$ cat src/rtl/tlb_pkg.sv
package tlb_pkg;
  localparam int VaW = 64;
  typedef logic [VaW-1:0] va_t;

  // bits that survive tag comparison: the two region bits and the low seg_w bits
  function automatic va_t keep_mask(int seg_w);
    va_t m;
    m = '0;
    for (int b = 0; b < VaW; b++) begin
      if (b < seg_w || b >= VaW - 2) m[b] = 1'b1;
    end
    return m;
  endfunction
endpackage

$ cat src/rtl/tlb_store.sv
module tlb_store
  import tlb_pkg::*;
#(
  parameter int N_ENTRIES = 8,
  parameter int IDX_W     = 3,
  parameter int ASID_W    = 8,
  parameter int PFN_W     = 24,
  parameter int PM_W      = 16,
  parameter int PAIR_LSB  = 13,
  parameter int SEG_W     = 40
) (
  input  logic                 clk_i,
  input  logic                 rst_ni,
  input  logic                 wr_en_i,
  input  logic [IDX_W-1:0]     wr_idx_i,
  input  va_t                  entryhi_i,
  input  logic [PM_W-1:0]      pagemask_i,
  input  logic [PFN_W+1:0]     entrylo0_i,
  input  logic [PFN_W+1:0]     entrylo1_i,
  output va_t                  vpn_o   [N_ENTRIES],
  output logic [PM_W-1:0]      pm_o    [N_ENTRIES],
  output logic [ASID_W-1:0]    asid_o  [N_ENTRIES],
  output logic [PFN_W-1:0]     pfn0_o  [N_ENTRIES],
  output logic [PFN_W-1:0]     pfn1_o  [N_ENTRIES],
  output logic [N_ENTRIES-1:0] glob_o,
  output logic [N_ENTRIES-1:0] v0_o,
  output logic [N_ENTRIES-1:0] v1_o
);
  localparam va_t KeepMsk = keep_mask(SEG_W);
  localparam va_t PairMsk = ~va_t'((64'd1 << PAIR_LSB) - 64'd1);

  va_t vpn_wr;
  assign vpn_wr = entryhi_i & PairMsk & KeepMsk;

  for (genvar i = 0; i < N_ENTRIES; i++) begin : g_ent
    logic sel;
    assign sel = wr_en_i && (wr_idx_i == IDX_W'(i));

    always_ff @(posedge clk_i or negedge rst_ni) begin
      if (!rst_ni) begin
        vpn_o[i]  <= '0;
        pm_o[i]   <= '0;
        asid_o[i] <= '0;
        pfn0_o[i] <= '0;
        pfn1_o[i] <= '0;
        glob_o[i] <= 1'b0;
        v0_o[i]   <= 1'b0;
        v1_o[i]   <= 1'b0;
      end else if (sel) begin
        vpn_o[i]  <= vpn_wr;
        pm_o[i]   <= pagemask_i;
        asid_o[i] <= entryhi_i[ASID_W-1:0];
        pfn0_o[i] <= entrylo0_i[PFN_W+1:2];
        pfn1_o[i] <= entrylo1_i[PFN_W+1:2];
        glob_o[i] <= entrylo0_i[0] & entrylo1_i[0];
        v0_o[i]   <= entrylo0_i[1];
        v1_o[i]   <= entrylo1_i[1];
      end
    end
  end
endmodule

$ cat src/rtl/tlb_entry_cmp.sv
module tlb_entry_cmp
  import tlb_pkg::*;
#(
  parameter int ASID_W   = 8,
  parameter int PM_W     = 16,
  parameter int PAIR_LSB = 13,
  parameter int SEG_W    = 40
) (
  input  va_t               va_i,
  input  logic [ASID_W-1:0] asid_i,
  input  va_t               vpn_i,
  input  logic [PM_W-1:0]   pm_i,
  input  logic [ASID_W-1:0] ent_asid_i,
  input  logic              glob_i,
  output logic              match_o,
  output logic              odd_o
);
  localparam va_t KeepMsk = keep_mask(SEG_W);

  va_t ign, sel_bit, tag, ref_tag;

  assign ign     = {{(VaW-PM_W-PAIR_LSB){1'b0}}, pm_i, {PAIR_LSB{1'b1}}};
  assign tag     = va_i  & ~ign & KeepMsk;
  assign ref_tag = vpn_i & ~ign & KeepMsk;
  // top bit of the ignored run picks even/odd
  assign sel_bit = ign & ~(ign >> 1);

  assign match_o = (tag == ref_tag) && (glob_i || (ent_asid_i == asid_i));
  assign odd_o   = |(va_i & sel_bit);
endmodule

$ cat src/rtl/tlb_prio_sel.sv
module tlb_prio_sel #(
  parameter int N_ENTRIES = 8,
  parameter int IDX_W     = 3
) (
  input  logic [N_ENTRIES-1:0] match_i,
  output logic                 any_o,
  output logic [IDX_W-1:0]     idx_o,
  output logic                 multi_o
);
  always_comb begin
    idx_o = '0;
    for (int i = N_ENTRIES - 1; i >= 0; i--) begin
      if (match_i[i]) idx_o = IDX_W'(i);
    end
  end

  assign any_o   = |match_i;
  assign multi_o = |(match_i & (match_i - N_ENTRIES'(1)));
endmodule

$ cat src/rtl/tlb_match.sv
module tlb_match
  import tlb_pkg::*;
#(
  parameter int N_ENTRIES = 8,
  parameter int ASID_W    = 8,
  parameter int PFN_W     = 24,
  parameter int PM_W      = 16,
  parameter int PAIR_LSB  = 13,
  parameter int SEG_W     = 40,
  localparam int IdxW     = $clog2(N_ENTRIES),
  localparam int LoW      = PFN_W + 2
) (
  input  logic              clk_i,
  input  logic              rst_ni,
  input  logic              wr_en_i,
  input  logic [IdxW-1:0]   wr_idx_i,
  input  logic [63:0]       entryhi_i,
  input  logic [PM_W-1:0]   pagemask_i,
  input  logic [LoW-1:0]    entrylo0_i,
  input  logic [LoW-1:0]    entrylo1_i,
  input  logic [63:0]       lk_va_i,
  input  logic [ASID_W-1:0] lk_asid_i,
  output logic              hit_o,
  output logic              valid_o,
  output logic [PFN_W-1:0]  frame_o,
  output logic [IdxW-1:0]   idx_o,
  output logic              multi_o
);
  va_t                  vpn  [N_ENTRIES];
  logic [PM_W-1:0]      pm   [N_ENTRIES];
  logic [ASID_W-1:0]    asid [N_ENTRIES];
  logic [PFN_W-1:0]     pfn0 [N_ENTRIES];
  logic [PFN_W-1:0]     pfn1 [N_ENTRIES];
  logic [N_ENTRIES-1:0] glob, v0, v1, match, odd;

  tlb_store #(
    .N_ENTRIES(N_ENTRIES), .IDX_W(IdxW), .ASID_W(ASID_W), .PFN_W(PFN_W),
    .PM_W(PM_W), .PAIR_LSB(PAIR_LSB), .SEG_W(SEG_W)
  ) u_store (
    .clk_i      (clk_i),
    .rst_ni     (rst_ni),
    .wr_en_i    (wr_en_i),
    .wr_idx_i   (wr_idx_i),
    .entryhi_i  (entryhi_i),
    .pagemask_i (pagemask_i),
    .entrylo0_i (entrylo0_i),
    .entrylo1_i (entrylo1_i),
    .vpn_o      (vpn),
    .pm_o       (pm),
    .asid_o     (asid),
    .pfn0_o     (pfn0),
    .pfn1_o     (pfn1),
    .glob_o     (glob),
    .v0_o       (v0),
    .v1_o       (v1)
  );

  for (genvar i = 0; i < N_ENTRIES; i++) begin : g_cmp
    tlb_entry_cmp #(
      .ASID_W(ASID_W), .PM_W(PM_W), .PAIR_LSB(PAIR_LSB), .SEG_W(SEG_W)
    ) u_cmp (
      .va_i       (lk_va_i),
      .asid_i     (lk_asid_i),
      .vpn_i      (vpn[i]),
      .pm_i       (pm[i]),
      .ent_asid_i (asid[i]),
      .glob_i     (glob[i]),
      .match_o    (match[i]),
      .odd_o      (odd[i])
    );
  end

  logic            any;
  logic [IdxW-1:0] win;

  tlb_prio_sel #(.N_ENTRIES(N_ENTRIES), .IDX_W(IdxW)) u_prio (
    .match_i (match),
    .any_o   (any),
    .idx_o   (win),
    .multi_o (multi_o)
  );

  logic win_odd;
  assign win_odd = odd[win];

  assign hit_o   = any;
  assign idx_o   = win;
  assign valid_o = any && (win_odd ? v1[win] : v0[win]);
  assign frame_o = any ? (win_odd ? pfn1[win] : pfn0[win]) : '0;
endmodule

$ cat config.mk
export PLATFORM = sky130hd
export DESIGN_NAME = tlb_match
export DESIGN_NICKNAME = d
export VERILOG_FILES = /design/src/rtl/tlb_pkg.sv /design/src/rtl/tlb_store.sv /design/src/rtl/tlb_entry_cmp.sv /design/src/rtl/tlb_prio_sel.sv /design/src/rtl/tlb_match.sv
export SDC_FILE = /design/constraint.sdc
export NUM_CORES = 1
export LEC_CHECK = 0
export BUFFER_PORTS_ARGS = -buffer_cell sky130_fd_sc_hd__buf_2
export CAP_MARGIN = 20
export CORE_MARGIN = 3
export CORE_UTILIZATION = 57
export CTS_BUF_LIST = sky130_fd_sc_hd__clkbuf_4
export CTS_CLUSTER_SIZE = 14
export DETAILED_ROUTE_END_ITERATION = 6
export GPL_TIMING_DRIVEN = 1
export MAX_ROUTING_LAYER = met4
export PLACE_DENSITY = 0.79
export SLEW_MARGIN = 20
export SYNTH_ARGS = -nofsm -noshare
export SYNTH_HDL_FRONTEND = slang
export SYNTH_HIERARCHICAL = 1
export SYNTH_SLANG_ARGS = --single-unit
$ cat constraint.sdc
create_clock -name clk_i -period 3.6 [get_ports clk_i]
set_input_delay 0.18 -clock clk_i [delete_from_list [all_inputs] [get_ports clk_i]]
set_output_delay 0.18 -clock clk_i [all_outputs]
set_load 0.01 [all_outputs]
# Yosys cells after proc, flatten, opt, wreduce, memory -nomap -nowiden
# Cells that the tools add are included.
word_totals:
  reg_bits: 832
  latchBits: 0
  ramBits: 0
  romBits: 0
  in_bits: 210
  out_inout_bits: 30
  wordCells: 200
  mem_count: 0
op_classes:
  add_sub_neg: 1
  multipliers: 0
  div_mod_pow: 0
  n_lt_le_gt_ge: 2
  eq_ne: 23
  n_shift: 0
  muxes: 23
  bitwise_logic: 51
  reduce_logical: 36
ops:
  columns: ["op", "count"]
  rows:
  - ["bitwise AND 64 bit", 24]
  - ["bitwise AND 29 x 64 -> 64 bit", 8]
  - ["NOT 28 -> 64 bit", 8]
  - ["NOT 29 -> 64 bit", 8]
  - ["OR reduction 64 bit", 8]
  - ["== test 42 bit", 8]
  - ["binary-select mux 24 bit (select 3 bit)", 2]
  - ["2-to-1 mux 24 bit", 6]
  - ["== test 8 bit", 8]
  - ["2-to-1 mux 3 bit", 8]
  - ["logical AND 1 bit", 17]
  - ["OR reduction 8 bit", 2]
  - ["== test 3 bit (second input constant)", 4]
  - ["binary-select mux 1 bit (select 3 bit)", 3]
  - ["bitwise AND 8 bit", 1]
  - ["logical OR 1 bit", 8]
  - ["subtractor 8 x 1 -> 8 bit (second input constant)", 1]
  - ["== test 3 x 2 -> 1 bit (second input constant)", 2]
  - [">= comparator 4 bit (second input constant)", 1]
  - ["< comparator 3 x 4 -> 1 bit (second input constant)", 1]
  - ["2-to-1 mux 1 bit", 4]
  - ["NOT 3 -> 4 bit", 1]
  - ["== test 3 x 1 -> 1 bit (second input constant)", 1]
  - ["zero test 3 bit", 1]
  - ["bitwise AND 1 bit", 1]

# Logic depth before layout (Yosys ltp)
# Gate-level depths: netlist of the first run.
logic_depth:
  ltp_word: 18
  depth_mapped: 13
  mapped_depth_nobuf: 11

# Hierarchy
# Netlist of the first run, hierarchy kept.
modules_own_cells:
  columns: ["mod", "n_inst", "cells_per_inst", "area_per_inst_um2", "seq_area_each_um2"]
  rows:
  - ["tlb_store", 1, 2050, 33037.9, 20820.0]
  - ["tlb_entry_cmp", 8, 85, 585.6, 0.0]
  - ["tlb_match", 1, 212, 3505.9, 0.0]
  - ["tlb_prio_sel", 1, 22, 147.6, 0.0]

# Worst setup path after synthesis of the first run
# OpenSTA, ideal clock, no wires.
synth_path:
  path_type: "flip-flop to output port"
  startpoint: "register u_store/vpn_o[145] (netlist name)"
  endpoint: "output frame_o[0]"
  t_arrival_ns: 3.617
  t_required_ns: 3.420
  path_slack_ns: -0.197
  path_stages_with_launch: 14
  n_path_buf: 2
  cell_sequence: "dfrtp_1 > xnor2_1 > o22ai_1 > or4_1 > nor4_2 > inv_1 > a21oi_1 > o21bai_1 > a21oi_1 > mux4_2 > buf_6 > buf_8 > mux2i_1 > o22ai_1"
synth_via:
  elab_chain_len: 15
  elab_cells_between_ends: 21
  cone_classes: "1 x eq/ne; 16 x mux; 2 x bitwise; 2 x reduce/logical"
synth_rtl:
  columns: ["item", "line_no", "rtl"]
  rows:
  - ["start: declaration", "tlb_store.sv:20", "output va_t vpn_o [N_ENTRIES],"]
  - ["start signal: indexed assignment", "tlb_store.sv:50", "vpn_o[i] <= vpn_wr;"]
  - ["bitwise AND 64 bit *", "tlb_entry_cmp.sv:24", "assign ref_tag = vpn_i & ~ign & KeepMsk;"]
  - ["== test 42 bit *", "tlb_entry_cmp.sv:28", "assign match_o = (tag == ref_tag) && (glob_i || (ent_asid_i == asid_i));"]
  - ["logical AND 1 bit *", "tlb_entry_cmp.sv:28", null]
  - ["via match[5]", "tlb_match.sv:34", "logic [N_ENTRIES-1:0] glob, v0, v1, match, odd;"]
  - ["2-to-1 mux 3 bit * (6 in series)", "tlb_prio_sel.sv:13", "if (match_i[i]) idx_o = IDX_W'(i);"]
  - ["via idx_o[0]", "tlb_match.sv:26", "output logic [IdxW-1:0] idx_o,"]
  - ["NOT 3 -> 4 bit (implied by the code)", "tlb_match.sv:89", "assign frame_o = any ? (win_odd ? pfn1[win] : pfn0[win]) : '0;"]
  - ["binary-select mux 24 bit (select 3 bit)", "tlb_match.sv:89", null]
  - ["2-to-1 mux 24 bit (implied by the code) (2 in series)", "tlb_match.sv:89", null]
  - ["2-to-1 mux 24 bit * (2 in series)", "tlb_match.sv:89", null]
  - ["end: declaration", "tlb_match.sv:25", "output logic [PFN_W-1:0] frame_o,"]
# Mark *: on every way through the listed nets, which the timed path passes. The rest lies on a longest branch. The select of a mux whose other input is x is not followed.

# Final worst setup path of the first run
layout_path:
  startpoint: "register u_store/vpn_o[29] (netlist name)"
  endpoint: "output frame_o[8]"
layout_via:
  elab_chain_len: 17
  elab_cells_between_ends: 23
  cone_classes: "1 x eq/ne; 18 x mux; 2 x bitwise; 2 x reduce/logical"
layout_rtl:
  columns: ["item", "line_no"]
  rows:
  - ["bitwise AND 64 bit *", "tlb_entry_cmp.sv:24"]
  - ["== test 42 bit *", "tlb_entry_cmp.sv:28"]
  - ["logical AND 1 bit *", "tlb_entry_cmp.sv:28"]
  - ["via match[7]", "tlb_match.sv:34"]
  - ["2-to-1 mux 3 bit (8 in series)", "tlb_prio_sel.sv:13"]
  - ["NOT 3 -> 4 bit (implied by the code)", "tlb_match.sv:89"]
  - ["binary-select mux 24 bit (select 3 bit)", "tlb_match.sv:89"]
  - ["2-to-1 mux 24 bit (implied by the code) (2 in series)", "tlb_match.sv:89"]
  - ["2-to-1 mux 24 bit", "tlb_match.sv:89"]
  - ["2-to-1 mux 24 bit *", "tlb_match.sv:89"]
# Marks and branches as above.

==> flow_summary.json, run 1 <==
{
  "n_fill_cell": 4289,
  "cts_max_level": 4,
  "grt_pass1_vias": 29200,
  "cts_buffers": 208,
  "status": "finished, violations left",
  "num_rows": 95,
  "p_leak_nw": 21.2,
  "insertion_delay_ns": 1.01,
  "final_area_um2": 48600,
  "end_kind": "primary output",
  "swShare": 0.290,
  "setup.worst_path.start_class": "register",
  "crit_type": "register to primary output",
  "syn_avg_cell_area_um2": 14.6,
  "syn_area_um2": 39300,
  "min_period_ns": 5.11,
  "ir_drop_mv": 0.312,
  "path_cells": "xnor2_1 -> nand3_2 -> or4_4 -> nor4_2 -> buf_4 -> buf_6 -> nor2_2 -> nor3_2 -> nor3_2 -> nor3_4 -> buf_4 -> buf_6 -> buf_16 -> mux4_1 -> mux2i_1 -> o22ai_1 -> buf_2",
  "crit_buf_inv": 6,
  "initial_utilization": 0.580,
  "rsz0062_at_grt": "yes",
  "core_area_um2": 67800,
  "worstHoldPathType": "input port to register",
  "seqPwrFrac": 0.477,
  "num_io_pins": 240,
  "dieArea_um2": 72100,
  "crit_family": "simple AND/OR/NAND/NOR gates",
  "cts_tree": "yes",
  "power.density_nw_per_um2": 553,
  "maxSlewHeadroom": 0.316,
  "clock-sinks": 832,
  "clk_pin_slew_ns": 0.07,
  "violations": "negative setup slack",
  "crit_slowest_cell": "or4_4",
  "antenna_found_initial": 10,
  "first_pass_iters": 5,
  "layout_common_cells": "dfrtp_1, mux2_2, clkbuf_4, mux2_1, dlygate4sd3_1",
  "p_int_mw": 19.1,
  "crit_required_ns": 3.42,
  "pwr-share-clk": 0.298,
  "max_clock_freq_ghz": 0.196,
  "grt_usage": 0.317,
  "setup_viol": 30,
  "crit_fanout": 31,
  "p_sw_mw": 7.78,
  "syn2layout_area_growth_pct": 23.7,
  "postRouteAntennaNets": 0,
  "viasPerCell": 6.02,
  "dp_hpwl_mm": 67.0,
  "overflow": 0,
  "final_common_cell": "dfrtp_1",
  "period_share": 1.42,
  "grt_max_degree": 114,
  "syn-num-nets": 2893,
  "postSynthCellCount": 2683,
  "drv_cap": 0,
  "die_w_um": 268,
  "finalSetupTns_ns": -36.39,
  "multi_input_area_um2": 18000,
  "die_height_um": 268,
  "report.final.slew_viol_count": 0,
  "slowest_delay_ns": 0.58,
  "drive_gt1_frac": 0.424,
  "cts_max_path_buffers": 3,
  "combPwrFrac": 0.225,
  "num-nets-final": 3640,
  "setup_slack_ns": -1.51,
  "routedWlPerCell_um": 25.4,
  "wirelength_mm": 113,
  "grt_pass1_wl_mm": 169,
  "portBuffers": 178,
  "worstPathArrival_ns": 4.93,
  "dpl-instance-area_um2": 42600,
  "vias": 26700,
  "drc": 0,
  "cts-root-buf": "clkbuf_4",
  "tightest_slew_ns": 1.03,
  "yosys_warnings": 6,
  "first_iter_violations": 2013,
  "gp_congestion": 1.03,
  "hold_viol": 0,
  "clock_skew_ns": 0,
  "seq_area_um2": 20800
}
[flip-flops by register name, summed over array words and instances (netlist names)]
signal	count
u_store/v1_o	8
u_store/v0_o	8
u_store/pfn1_o	192
u_store/pm_o	128
u_store/asid_o	64
u_store/glob_o	8
u_store/vpn_o	232
u_store/pfn0_o	192
[power groups by stage]
stage	clock [mW]	sequential [mW]	combinational (mW)
finish	8.00	12.8	6.04
global route	8.73	13.0	6.43
CTS	8.16	12.7	5.80
detailed placement	0	12.8	5.43
global placement	0	12.6	5.18
floorplan	0	12.5	3.54
[final cells by class]
cell class / instances / area share
well taps: 873 / 0.0225
clock buffers: 304 / 0.0470
multi-input cells: 1704 / 0.371
inverters: 18 / 0.00139
clock inverters: 30 / 0.00618
flip-flops and latches: 832 / 0.429
repair buffers: 666 / 0.123
diodes: 10 / 0.000515
[path summary, 6_finish.rpt]
kind	startpoint	cells past startpoint	end	slack (ns)
max	u_store/vpn_o[29]	17	frame_o[8]	-1.51
min	entrylo1_i[23]	3	u_store/pfn1_o[141]	0.12
max reg2reg	u_store/vpn_o[481]	2	u_store/vpn_o[481]	2.24
min reg2reg	u_store/pfn0_o[87]	1	u_store/pfn0_o[87]	0.48
max in group asynchronous	rst_ni	4	u_store/pm_o[11]	2.45
min in group asynchronous	rst_ni	4	u_store/pfn0_o[56]	0.48
[timing repair]
action                     in CTS  in global routing
setup endpoints to repair      30                 30
cloned                          6                  8
resized for setup              92                 64
buffers inserted               14                  8
hold endpoints to repair     1542                  0
pin swaps                      20                 41
hold buffers                  231                  0
[metrics by stage]
stage / hold WS (ns) / util / cells / power [mW] / setup WS [ns]
finish: 0.119 / 0.717 / 4437 / 26.9 / -1.51
global route: 0.0498 / 0.717 / 4437 / 28.2 / -1.70
CTS: 0.00169 / 0.710 / 4417 / 26.6 / -1.39
detailed placement: 0.274 / 0.628 / 3834 / 18.3 / -0.437
global placement: 0.253 / 0.628 / 3834 / 17.8 / -0.447
floorplan: -0.116 / - / 2683 / 16.0 / 0.0543
[tightest hold or removal path: cells and delay by family]
family	cells	cell delay, ns
mux	1	0.16
buf+inv	2	0.79
[per-layer routing]
layer  GRT usage  share of wire  vias to the layer above
li1            -              -                    11600
met1       0.399           0.41                    14000
met2       0.508           0.50                      907
met3      0.0526          0.053                      291
met4       0.147          0.042                        0
met5           -              0                        -
(Power assumes the default switching activity.)
==> inputs of run 2 (changes only) <==
--- a/config.mk
+++ b/config.mk
@@ -8,13 +8,13 @@
 export BUFFER_PORTS_ARGS = -buffer_cell sky130_fd_sc_hd__buf_2
 export CAP_MARGIN = 20
 export CORE_MARGIN = 3
-export CORE_UTILIZATION = 57
+export CORE_UTILIZATION = 25
 export CTS_BUF_LIST = sky130_fd_sc_hd__clkbuf_4
 export CTS_CLUSTER_SIZE = 14
 export DETAILED_ROUTE_END_ITERATION = 6
 export GPL_TIMING_DRIVEN = 1
 export MAX_ROUTING_LAYER = met4
-export PLACE_DENSITY = 0.79
+export PLACE_DENSITY = 0.42
 export SLEW_MARGIN = 20
 export SYNTH_ARGS = -nofsm -noshare
 export SYNTH_HDL_FRONTEND = slang
==> run 2 against run 1 <==
Effect of this change:
- the run still ends with negative setup slack left
- die area grew 120%
- first-iteration DRC count shrank 34%
- sequential power is essentially flat
- count of clock-buffer cells in the layout grew 63
- critical endpoint is now frame_o[7]
==> flow_summary.json, run 2 (synthesis results as in run 1) <==
{
  "pwr-share-clk": 0.318,
  "setup_viol": 30,
  "crit_buf_inv": 5,
  "clock_skew_ns": 0,
  "seqPwrFrac": 0.452,
  "drv_cap": 0,
  "slowest_delay_ns": 0.59,
  "period_share": 1.41,
  "final_common_cell": "dfrtp_1",
  "cts_tree": "yes",
  "hold_viol": 0,
  "overflow": 0,
  "finalSetupTns_ns": -37.51,
  "clk_pin_slew_ns": 0.06,
  "first_iter_violations": 1336,
  "setup.worst_path.start_class": "register",
  "drc": 0,
  "drive_gt1_frac": 0.459,
  "worstHoldPathType": "input port to async pin",
  "status": "finished, violations left",
  "grt_usage": 0.169,
  "grt_pass1_wl_mm": 197,
  "seq_area_um2": 20800,
  "routedWlPerCell_um": 22.9,
  "power.density_nw_per_um2": 545,
  "top_register": "u_store/vpn_o",
  "path_cells": "xnor2_2 -> o22ai_1 -> or4_4 -> nor4_4 -> nand2b_1 -> a21oi_2 -> o21bai_2 -> a21oi_4 -> buf_12 -> buf_16 -> buf_12 -> buf_12 -> mux4_2 -> mux2i_1 -> o22ai_2 -> buf_2",
  "insertion_delay_ns": 1.23,
  "multi_input_area_um2": 18000,
  "num_io_pins": 240,
  "crit_family": "simple AND/OR/NAND/NOR gates",
  "dieArea_um2": 162000,
  "dp_hpwl_mm": 86.0,
  "vias": 26600,
  "viasPerCell": 4.60,
  "report.final.slew_viol_count": 0,
  "crit_type": "register to primary output",
  "ir_drop_mv": 0.309,
  "max_clock_freq_ghz": 0.197,
  "p_int_mw": 19.7,
  "num_rows": 144,
  "layout_common_cells": "dfrtp_1, mux2_2, clkbuf_4, buf_4, mux2_1",
  "antenna_found_initial": 20,
  "reg_top3": "u_store/vpn_o x232, u_store/pfn0_o x192, u_store/pfn1_o x192",
  "die_w_um": 402,
  "end_kind": "primary output",
  "cts_max_level": 5,
  "crit_fanout": 9,
  "clock-sinks": 832,
  "wirelength_mm": 133,
  "grt_max_degree": 116,
  "die_height_um": 402,
  "num-nets-final": 3806,
  "largest_register_ffs": 232,
  "grt_pass1_vias": 28900,
  "rsz0062_at_grt": "yes",
  "combPwrFrac": 0.230,
  "crit_path_frequent_cell": "buf_12",
  "p_leak_nw": 22.0,
  "tightest_slew_ns": 0.954,
  "p_sw_mw": 8.31,
  "first_pass_iters": 5,
  "cts_buffers": 274,
  "initial_utilization": 0.253,
  "swShare": 0.296,
  "violations": "negative setup slack",
  "core_area_um2": 155000,
  "dp_slack_ns": -0.663,
  "crit_slowest_cell": "or4_4",
  "worstPathArrival_ns": 4.89,
  "gp_congestion": 0.896,
  "postRouteAntennaNets": 0,
  "setup_slack_ns": -1.47,
  "n_fill_cell": 15600,
  "cts-root-buf": "clkbuf_4",
  "portBuffers": 178,
  "min_period_ns": 5.07,
  "syn2layout_area_growth_pct": 31.0,
  "cts_max_path_buffers": 4,
  "maxSlewHeadroom": 0.364,
  "crit_required_ns": 3.42
}
[run 2: layout make-up]
type                       count  area share
inverter                      18     0.00131
clock inverter                36     0.00328
antenna                       19    0.000924
tap                         2044      0.0497
timing repair buffer         766       0.137
clock buffer                 367      0.0536
sequential                   832       0.405
multi-input combinational   1704       0.349
[run 2: timing repair]
action                     in CTS  in global routing
setup endpoints to repair      30                 30
resized for setup             164                 52
pin swaps                      30                 16
buffers inserted               23                  8
hold endpoints to repair     1664                  0
hold buffers                  227                  0
cloned                         11                  1
[run 2: per-stage QoR]
step	cells	power (mW)	hold WS, ns	utilization	instance area, um^2
2_1_floorplan	2683	16.0	-0.116	-	39300
3_3_place_gp	5102	18.7	0.231	0.290	44900
3_5_place_dp	5103	18.7	0.229	0.290	45000
4_1_cts	5764	28.5	0.155	0.330	51200
5_1_grt	5786	29.8	0.179	0.332	51400
6_report	5786	28.0	0.307	0.332	51400
[run 2: routing by layer]
layer,up-vias,routed length [um],global-route usage
met1,13700,62500,0.225
li1,11900,-,-
met2,676,60000,0.255
met5,-,0,-
met4,0,3540,0.0511
met3,292,6550,0.0381
[run 2: final timing paths]
path	from	to	slack [ns]	cells past startpoint
min in group clk_i	u_store/pfn1_o[87]	u_store/pfn1_o[87]	0.48	1
max	u_store/vpn_o[25]	frame_o[7]	-1.47	16
max reg2reg	u_store/pfn1_o[169]	u_store/pfn1_o[169]	2.27	2
max in group asynchronous	rst_ni	u_store/pfn0_o[134]	2.47	6
min reg2reg	u_store/pfn1_o[87]	u_store/pfn1_o[87]	0.48	1
min	rst_ni	u_store/pfn1_o[163]	0.31	4
[run 2: power groups by stage]
stage	clock network, mW	registers, mW	logic (mW)
global route	9.93	12.9	6.96
floorplan	0	12.5	3.54
CTS	9.43	12.7	6.46
finish	8.91	12.7	6.45
detailed placement	0	12.8	5.98
global placement	0	12.8	5.91
[run 2: worst register-to-register path, cell delays in order, from the launching register on]
cell and delay (ns):
dfrtp_1 0.38, mux2_1 0.28, dlygate4sd3_1 0.56
==> inputs of run 3 (changes only) <==
--- a/config.mk
+++ b/config.mk
@@ -14,7 +14,7 @@
 export DETAILED_ROUTE_END_ITERATION = 6
 export GPL_TIMING_DRIVEN = 1
 export MAX_ROUTING_LAYER = met4
-export PLACE_DENSITY = 0.42
+export PLACE_DENSITY = 0.4
 export SLEW_MARGIN = 20
 export SYNTH_ARGS = -nofsm -noshare
 export SYNTH_HDL_FRONTEND = slang
==> constraint.sdc (replaced) <==
create_clock -name clk_i -period 6.3 [get_ports clk_i]
set_input_delay 0.315 -clock clk_i [delete_from_list [all_inputs] [get_ports clk_i]]
set_output_delay 0.315 -clock clk_i [all_outputs]
set_load 0.01 [all_outputs]
==> run 3 against run 2 <==
Effect of this change:
- utilization down 2.3 points
- setup slack improved by 1.9 ns
- sequential power down 42%
- first-iteration DRC count down 11%
- highest routed layer unchanged
- routed wire length shrank 5.4%
- global-route usage shrank 1.0 points
- the run now ends clean
- power fell by 45%
- largest cell class unchanged
- worst hold slack got worse by 0.12 ns
- clock power is 43% lower
==> flow_summary.json, run 3 (synthesis results as in run 1) <==
{
  "grt_pass1_wl_mm": 186,
  "wirelength_mm": 125,
  "finalSetupTns_ns": 0,
  "setup_slack_ns": 0.446,
  "clock-sinks": 832,
  "power.density_nw_per_um2": 322,
  "setup.worst_path.start_class": "register",
  "antenna_found_initial": 21,
  "dpl-instance-area_um2": 42300,
  "drc": 0,
  "portBuffers": 178,
  "cts_buffers": 275,
  "final_area_um2": 47800,
  "dp_slack_ns": 0.732,
  "crit_family": "simple AND/OR/NAND/NOR gates",
  "cts_tree": "yes",
  "cts_max_level": 5,
  "report.final.slew_viol_count": 0,
  "grt_pass1_vias": 28600,
  "path_cells": "xnor2_1 -> o22ai_1 -> or4_1 -> nor4_2 -> nor2_1 -> nor3_1 -> nor3_1 -> nor3_4 -> buf_12 -> buf_6 -> mux4_1 -> mux2i_1 -> o22ai_1 -> buf_2",
  "vias": 25600,
  "crit_slowest_cell": "or4_1",
  "cts-root-buf": "clkbuf_4",
  "rr_startpoint": "u_store/pfn1_o[152]",
  "worst-path-stages": 14,
  "worstHoldPathType": "input port to register",
  "postRouteAntennaNets": 0,
  "worstPathArrival_ns": 5.54,
  "max_clock_freq_ghz": 0.171,
  "startpoint": "u_store/vpn_o[81]",
  "clock_skew_ns": 0,
  "clk_pin_slew_ns": 0.07,
  "drv_cap": 0,
  "viasPerCell": 4.66,
  "layout_common_cells": "dfrtp_1, mux2_2, clkbuf_4, mux2_1, xnor2_1",
  "die_w_um": 402,
  "initial_utilization": 0.253,
  "reg_top3": "u_store/vpn_o x232, u_store/pfn0_o x192, u_store/pfn1_o x192",
  "setup_viol": 0,
  "slowest_delay_ns": 0.65,
  "end_kind": "primary output",
  "maxSlewHeadroom": 0.277,
  "die_height_um": 402,
  "largest_register_ffs": 232,
  "status": "completed",
  "crit_buf_inv": 3,
  "crit_required_ns": 5.98,
  "overflow": 0,
  "rr_worst_depth": 2,
  "tightest_slew_ns": 1.08,
  "num_io_pins": 240,
  "p_leak_nw": 20.1,
  "min_period_ns": 5.85,
  "num-nets-final": 3491,
  "r2r_slack_ns": 4.99,
  "n_fill_cell": 15600,
  "ir_drop_mv": 0.146,
  "cts_max_path_buffers": 4,
  "insertion_delay_ns": 1.19,
  "r2r_end": "u_store/pfn1_o[152]",
  "first_pass_iters": 5,
  "final_common_cell": "dfrtp_1",
  "routedWlPerCell_um": 22.8,
  "rsz0062_at_grt": "no",
  "dp_hpwl_mm": 76.2,
  "syn2layout_area_growth_pct": 21.8,
  "hold_viol": 0,
  "period_share": 0.929,
  "gp_congestion": 0.838,
  "crit_type": "register to primary output",
  "top_register": "u_store/vpn_o",
  "finalPower_mw": 15.4,
  "crit_path_end": "frame_o[14]",
  "drive_gt1_frac": 0.365,
  "core_area_um2": 155000,
  "dieArea_um2": 162000,
  "grt_max_degree": 170,
  "num_rows": 144,
  "crit_fanout": 50,
  "first_iter_violations": 1193,
  "grt_usage": 0.159
}
run 3: changes by cell type in the layout (fill, tap and decap cells not counted), sizes merged:
cell         delta
clkinv         +17
clkbuf          +6
inv             +1
diode           -1
buf           -312
bufbuf          -1
dlygate4sd3     -3
bufinv          -1
run 3: final cells by class:
| type | instances | area [um^2] | share of cell area |
|---|---|---|---|
| multi-input combinational | 1704 | 17500 | 0.366 |
| timing repair buffer | 450 | 3800 | 0.0795 |
| clock inverter | 53 | 208 | 0.00434 |
| sequential | 832 | 20800 | 0.435 |
| antenna | 18 | 45.0 | 0.000942 |
| tap | 2044 | 2560 | 0.0535 |
| inverter | 18 | 67.6 | 0.00141 |
| clock buffer | 373 | 2800 | 0.0586 |
run 3: how the worst min path moves through the flow:
stage | from | end | slack [ns] | cells past startpoint
2_1_floorplan | rst_ni | u_store/asid_o[0] | 0.02 | 0
3_3_place_gp | rst_ni | u_store/pfn1_o[133] | 0.41 | 1
3_5_place_dp | rst_ni | u_store/pfn1_o[109] | 0.43 | 1
4_1_cts | entryhi_i[26] | u_store/vpn_o[474] | 0.001 | 3
5_1_grt | entryhi_i[26] | u_store/vpn_o[474] | 0.02 | 3
6_report | entryhi_i[26] | u_store/vpn_o[474] | 0.19 | 3
run 3: power breakdown:
part / total [mW] / internal [mW] / switching, mW
Clock: 5.10 / 2.69 / 2.41
Combinational: 2.92 / 1.66 / 1.26
Sequential: 7.39 / 6.52 / 0.863
Total: 15.4 / 10.9 / 4.53
run 3: what timing repair did:
item | 4_1_cts | 5_1_grt
pin swaps | 0 | 2
endpoints found under the hold margin | 1652 | 0
gates resized for setup | 2 | 2
setup endpoints to repair | 25 | 25
cloned | 1 | 1
hold buffers | 224 | 0
setup buffers | 3 | 6
run 3: tightest hold or removal path, cell delays in order:
cell and delay, ns:
dlygate4sd3_1 0.64, buf_2 0.23, mux2_2 0.16
run 3: per-layer routing:
metal  part of all wire  up-vias  global-route usage
li1                   -    11300                   -
met3              0.064      286              0.0460
met4              0.038        0              0.0661
met1               0.43    13300               0.193
met5                  0        -                   -
met2               0.47      732               0.247
run 3: metrics by stage:
stage,hold WS (ns),cells,util
floorplan,0.0194,2683,-
global route,0.0244,5489,0.308
detailed placement,0.426,4813,0.273
global placement,0.412,4813,0.273
CTS,0.00107,5467,0.307
finish,0.186,5492,0.308
